===== src/rtl/hs_timing_seq.sv =====
module hs_timing_seq #(
  parameter int RATE_W      = 12,
  parameter int WAIT_CYCLES = 64
) (
  input  logic              clk,
  input  logic              rst_n,
  input  logic              start,
  input  logic [RATE_W-1:0] rate_mbps,
  input  logic              manual,
  input  logic [6:0]        dat_prep,
  input  logic [5:0]        dat_zero,
  input  logic [6:0]        dat_trail,
  input  logic [6:0]        ck_prep,
  input  logic [5:0]        ck_zero,
  input  logic [6:0]        ck_trail,
  input  logic [4:0]        ck_post,
  output logic              wr_start,
  output logic [7:0]        wr_code,
  output logic [7:0]        wr_data,
  input  logic              wr_done,
  output logic              busy,
  output logic              done
);
  localparam int CNT_W = $clog2(WAIT_CYCLES + 1);
  localparam int NROWS = 39;
  localparam logic [CNT_W-1:0] CNT_LOAD = CNT_W'(WAIT_CYCLES - 1);

  typedef enum logic [1:0] {S_IDLE, S_REQ, S_ACK, S_PAUSE} state_t;

  state_t           state;
  logic [2:0]       step;
  logic [CNT_W-1:0] cnt;
  logic             done_q, man_q;
  logic [5:0]       range_q, dz_q, cz_q;
  logic [6:0]       dp_q, dt_q, cp_q, ct_q;
  logic [4:0]       cpo_q;

  // {max rate (11 bits), range code (6 bits)}
  function automatic logic [16:0] row(input int i);
    case (i)
      0:  row = {11'd90,   6'h00}; 1:  row = {11'd100,  6'h10};
      2:  row = {11'd110,  6'h20}; 3:  row = {11'd130,  6'h01};
      4:  row = {11'd140,  6'h11}; 5:  row = {11'd150,  6'h21};
      6:  row = {11'd170,  6'h02}; 7:  row = {11'd180,  6'h12};
      8:  row = {11'd200,  6'h22}; 9:  row = {11'd220,  6'h03};
      10: row = {11'd240,  6'h13}; 11: row = {11'd250,  6'h23};
      12: row = {11'd270,  6'h04}; 13: row = {11'd300,  6'h14};
      14: row = {11'd330,  6'h05}; 15: row = {11'd360,  6'h15};
      16: row = {11'd400,  6'h25}; 17: row = {11'd450,  6'h06};
      18: row = {11'd500,  6'h16}; 19: row = {11'd550,  6'h07};
      20: row = {11'd600,  6'h17}; 21: row = {11'd650,  6'h08};
      22: row = {11'd700,  6'h18}; 23: row = {11'd750,  6'h09};
      24: row = {11'd800,  6'h19}; 25: row = {11'd850,  6'h29};
      26: row = {11'd900,  6'h39}; 27: row = {11'd950,  6'h0a};
      28: row = {11'd1000, 6'h1a}; 29: row = {11'd1050, 6'h2a};
      30: row = {11'd1100, 6'h3a}; 31: row = {11'd1150, 6'h0b};
      32: row = {11'd1200, 6'h1b}; 33: row = {11'd1250, 6'h2b};
      34: row = {11'd1300, 6'h3b}; 35: row = {11'd1350, 6'h0c};
      36: row = {11'd1400, 6'h1c}; 37: row = {11'd1450, 6'h2c};
      default: row = {11'd1500, 6'h3c};
    endcase
  endfunction

  function automatic logic [5:0] range_of(input logic [RATE_W-1:0] r);
    logic [16:0] e;
    range_of = 6'h3c;
    for (int i = NROWS - 1; i >= 0; i--) begin
      e = row(i);
      if (32'(r) <= 32'(e[16:6])) range_of = e[5:0];
    end
  endfunction

  always_ff @(posedge clk or negedge rst_n) begin
    if (!rst_n) begin
      state <= S_IDLE; step <= '0; cnt <= '0; done_q <= 1'b0;
      man_q <= 1'b0; range_q <= '0;
      dp_q <= '0; dz_q <= '0; dt_q <= '0;
      cp_q <= '0; cz_q <= '0; ct_q <= '0; cpo_q <= '0;
    end else begin
      done_q <= 1'b0;
      case (state)
        S_IDLE: if (start) begin
          range_q <= range_of(rate_mbps);
          man_q <= manual;
          dp_q <= dat_prep; dz_q <= dat_zero; dt_q <= dat_trail;
          cp_q <= ck_prep;  cz_q <= ck_zero;  ct_q <= ck_trail; cpo_q <= ck_post;
          step  <= '0;
          state <= S_REQ;
        end
        S_REQ: state <= S_ACK;
        S_ACK: if (wr_done) begin
          if (step == 3'd7) begin
            state  <= S_IDLE;
            done_q <= 1'b1;
          end else begin
            step <= step + 3'd1;
            if (step == 3'd0) state <= S_REQ;
            else begin
              cnt   <= CNT_LOAD;
              state <= S_PAUSE;
            end
          end
        end
        S_PAUSE: if (cnt == '0) state <= S_REQ;
                 else cnt <= cnt - 1'b1;
        default: state <= S_IDLE;
      endcase
    end
  end

  always_comb begin
    case (step)
      3'd0:    begin wr_code = 8'h44; wr_data = {1'b0, range_q, 1'b0}; end
      3'd1:    begin wr_code = 8'h71; wr_data = man_q ? {1'b1, dp_q} : 8'h00; end
      3'd2:    begin wr_code = 8'h72; wr_data = man_q ? {2'b01, dz_q} : 8'h00; end
      3'd3:    begin wr_code = 8'h73; wr_data = man_q ? {1'b1, dt_q} : 8'h00; end
      3'd4:    begin wr_code = 8'h61; wr_data = man_q ? {1'b1, cp_q} : 8'h00; end
      3'd5:    begin wr_code = 8'h62; wr_data = man_q ? {2'b01, cz_q} : 8'h00; end
      3'd6:    begin wr_code = 8'h63; wr_data = man_q ? {1'b1, ct_q} : 8'h00; end
      default: begin wr_code = 8'h65; wr_data = man_q ? {3'b001, cpo_q} : 8'h00; end
    endcase
  end

  assign wr_start = (state == S_REQ);
  assign busy     = (state != S_IDLE);
  assign done     = done_q;


  done_idle_chk: assert property (@(posedge clk) disable iff (!rst_n)
    done |-> !busy);

  done_after_ack_chk: assert property (@(posedge clk) disable iff (!rst_n)
    $rose(done) |-> $past(state == S_ACK && wr_done));

  single_req_chk: assert property (@(posedge clk) disable iff (!rst_n)
    wr_start |=> !wr_start);

  hold_write_chk: assert property (@(posedge clk) disable iff (!rst_n)
    (state == S_ACK) |-> ($stable(wr_code) && $stable(wr_data)));

  pause_hold_chk: assert property (@(posedge clk) disable iff (!rst_n)
    (state == S_PAUSE && cnt != '0) |=> (state == S_PAUSE));

  busy_no_restart_chk: assert property (@(posedge clk) disable iff (!rst_n)
    (busy && state != S_ACK) |=> busy);
endmodule


===== config.mk =====
export PLATFORM = sky130hd
export DESIGN_NAME = hs_timing_seq
export DESIGN_NICKNAME = d
export VERILOG_FILES = /design/src/rtl/hs_timing_seq.sv
export SDC_FILE = /design/constraint.sdc
export NUM_CORES = 1
export LEC_CHECK = 0
export ABC_CLOCK_PERIOD_IN_PS = 3080
export BUFFER_PORTS_ARGS = -buffer_cell sky130_fd_sc_hd__buf_2
export CAP_MARGIN = 20
export CORE_UTILIZATION = 38
export DETAILED_ROUTE_END_ITERATION = 10
export HOLD_SLACK_MARGIN = 0.12
export SLEW_MARGIN = 20
export SYNTH_ARGS = -nofsm -noshare
export SYNTH_HDL_FRONTEND = slang
export SYNTH_SLANG_ARGS = --single-unit

===== constraint.sdc =====
create_clock -name clk -period 3.08 [get_ports clk]
set_input_delay 0.154 -clock clk [delete_from_list [all_inputs] [get_ports clk]]
set_output_delay 0.154 -clock clk [all_outputs]
set_load 0.02 [all_outputs]

==> out/metrics.csv <==
stage,metric,value,unit
final_layout,Final #Nets,705,
clock_tree,CTS tree,done,
worst_setup_path,Worst R2R Path Depth,8,
route,Routed Antenna Nets,0,
worst_setup_path,CP startpoint kind,flop,
worst_setup_path,"Slowest-stage cell, CP",dfrtp_1,
clock_tree,"Hold-fix buffers, CTS",48,
final_layout,share of post-route cells with drive strength above 1,27.8,%
synth,#FFs+latches synth,65,
timing,setup_tns,0,ns
synth,Ys Warns,0,
route,Post-Route WL,15300,µm
pwr,Switch Pwr,1.86,mW
timing,count of final setup violators,0,
route,drt wl/cell,19.1,µm
pwr,sw frac,38.9,%
worst_setup_path,crit path from,step[0]$_DFFE_PN0P_,
worst_hold_path,worst hold path type,in -> reg,
global_routing,Total Routing Usage GR,24.5,%
status,status,completed,
worst_setup_path,worst-path fanout max,12,
clock_tree,latest clock arrival within the worst-skew pair,0.33,ns
synth,top-count cell post-synth,dfrtp_1,
worst_setup_path,"CP delay by family, top",adder cells,
pwr,register share of total power,32.4,%
pwr,Power Internal,2.92,mW
worst_setup_path,CP required,2.93,ns
worst_setup_path,CP Buf/Inv Count,2,
clock_tree,clock tree root buffer cell,clkbuf_16,
placement,area of placed instances,0.00528,mm²
final_layout,register area,0.00163,mm²
worst_setup_path,end of the worst register-to-register path,cnt[6]$_DFFE_PN0P_,
timing,Max Clk Rate,392,MHz
global_routing,first-pass GRT wire length,24900,µm
pwr,combinational group share of total power,46.7,%
placement,# port buffers,77,
pwr,Leakage,2.49,nW
floorplan,Core Area,0.0122,mm²
route,Initial DRT Pass Iterations,6,
clock_tree,CTS buffer count,9,
final_layout,Fillers,1157,
worst_setup_path,CP arrival,2.40,ns
timing,worst-margin pin slew,0.638,ns
global_routing,antenna violations before repair,0,
synth,ys flop type,dfrtp_1,
floorplan,die area,0.0131,mm²
route,vias per cell,6.03,
worst_setup_path,CP endpoint kind,output port,
timing,fin crit share,82.8,%
clock_tree,H-tree Lvls,3,
global_routing,vias in the first global route,4766,
synth,leading area contributor after synthesis,dfrtp_1,
synth,share of the synthesized area in the top cell type,33.8,%
timing,post-layout min period,2.55,ns
pwr,clock share of power,20.9,%
placement,Placer Congestion,1.04,
clock_tree,Resized Gates After CTS,0,
placement,HPWL after detailed placement,10700,µm
worst_setup_path,Worst Setup Path Type,reg -> out,
route,Starting DRT DRC Count,510,
worst_setup_path,"Largest stage delay, worst path",0.41,ns
synth,syn avg cell area,9.07,µm²
floorplan,Site Rows,40,
pwr,power per cell area,789,mW/mm²
synth,ranking of synthesized cells by area,"dfrtp_1, mux2_2, nand2_1",
floorplan,Die H,115,µm
synth,Unique masters post-synth,80,
worst_setup_path,CP endpoint,wr_data[4],
global_routing,GRT Residual Overflow,0,
timing,Worst slew margin,57.1,%
timing,clock skew,0.00698,ns
timing,Final Hold Viols,0,
worst_setup_path,RR Startpoint,step[0]$_DFFE_PN0P_,
final_layout,diode count,0,
synth,"Async S/R FF share, synth",100,%
clock_tree,clock buffer depth,2,
timing,RSZ-0062 raised after global routing,no,
final_layout,Layout area overhead,25.8,%
synth,Syn Inst Count,531,
synth,Post-synth EDFFs,0,
worst_setup_path,CP dominant cell by count,ha_1,
synth,Netlist Area Pre-Place,0.00482,mm²
worst_setup_path,R2R setup slack,0.61,ns
clock_tree,"Reg clk slew, reported paths",0.05,ns
route,vias,4848,
floorplan,# IOs,81,
final_layout,"Design Area, Final",0.00606,mm²
synth,most instantiated cells after synthesis,"dfrtp_1, mux2_2, nand2_1, nor2_1, a21oi_1",
pwr,Max VDD drop,0.000578,V
clock_tree,Sink Count,65,
worst_setup_path,cell chain of the critical path,ha_1 -> ha_1 -> nor4_1 -> buf_4 -> a22oi_1 -> nand3_1 -> a22o_1 -> buf_2,
final_layout,Multi-input gate area,0.00293,mm²
floorplan,Initial Util,39.6,%
timing,pins over their slew limit,0,
global_routing,largest net degree at the start of global routing,47,
synth,"Seq/Total Area, Yosys",33.8,%
floorplan,die width,115,µm
worst_setup_path,CP Depth,8,
clock_tree,post-CTS setup buffers,0,
route,Residual DRC,0,
run,max_cap viols,0,
[cells by family (layout without fill, tap and decap cells)]
| logic type | count (synthesis) | in the layout | synth area share [%] |
|---|---|---|---|
| compound gates | 148 | 148 | 23.5 |
| xor+xnor | 5 | 5 | 0.909 |
| fa+ha+maj | 12 | 12 | 3.12 |
| buf+inv | 60 | 164 | 5.59 |
| flops | 65 | 65 | 33.8 |
| mux | 53 | 53 | 12.4 |
| other cells | 2 | 3 | 0.156 |
| simple gates | 186 | 186 | 20.5 |
[stage by stage]
step	hold slack [ns]	total power [mW]	utilization [%]	setup slack, ns	instances
detailed placement	0.190	3.73	43.4	0.594	740
global placement	0.175	3.68	43.4	0.601	740
finish	0.138	4.78	49.8	0.530	804
global route	0.136	5.11	49.8	0.336	804
floorplan	-0.142	3.07	-	0.320	532
CTS	0.121	4.80	49.8	0.535	804
[layer usage]
layer  global-route usage (%)  share of wire (%)
met2                     38.7                 46
met1                     31.2                 42
met5                        0                  0
met4                     12.3                4.3
met3                     6.03                7.8
[power by group through the flow]
stage | registers (mW) | logic [mW] | clock network (mW)
final | 1.55 | 2.23 | 1.00
after global routing | 1.61 | 2.43 | 1.07
after CTS | 1.55 | 2.22 | 1.02
after detailed placement | 1.56 | 2.17 | 0
after global placement | 1.53 | 2.15 | 0
after floorplan | 1.46 | 1.61 | 0
[final cells by class]
type,count,area share [%]
multi-input cells,407,48.3
repair buffers,138,15.9
well taps,168,3.47
clock buffers,9,3.72
inverters,10,0.620
flip-flops and latches,65,26.8
clock inverters,7,1.16
[registers in the layout (all words and copies together), names as in the netlist, 2 cells and up]
name     cells
dt_q         7
cp_q         7
step         3
cnt          7
cpo_q        5
ct_q         7
range_q      6
dp_q         7
dz_q         6
cz_q         6
state        2
[placed cells by master, fill, tap and decap left out, types with 4 or more instances in the layout]
master and count:
o211ai_1 7, o41ai_1 4, a32oi_1 4, o21ai_0 20
nand3_1 15, o31ai_1 7, dlygate4sd3_1 48, o21bai_1 4
a211oi_1 5, a2111oi_0 4, or3_1 4, a21oi_1 28
nand2b_1 12, inv_1 10, clkbuf_16 9, a22o_1 7
mux2_2 53, dfrtp_1 65, a31oi_1 7, a221oi_1 4
or2_1 4, ha_1 12, nor4_1 6, nor2b_1 8
nand3b_1 5, nand2_1 44, buf_2 77, nor2_1 33
o21a_1 4, nor3_1 24, a222oi_1 5, buf_4 13
[worst min-delay path by stage]
stage	startpoint	to	slack, ns	cells past startpoint
2_1_floorplan	rst_n	cnt[0]$_DFFE_PN0P_	-0.14	0
3_3_place_gp	rst_n	dz_q[2]$_DFFE_PN0P_	0.17	1
3_5_place_dp	rst_n	dz_q[2]$_DFFE_PN0P_	0.19	1
4_1_cts	wr_done	done$_DFF_PN0_	0.12	2
5_1_grt	wr_done	done$_DFF_PN0_	0.14	2
6_report	wr_done	done$_DFF_PN0_	0.14	2
No activity file was read; power rests on OpenSTA's default activity.
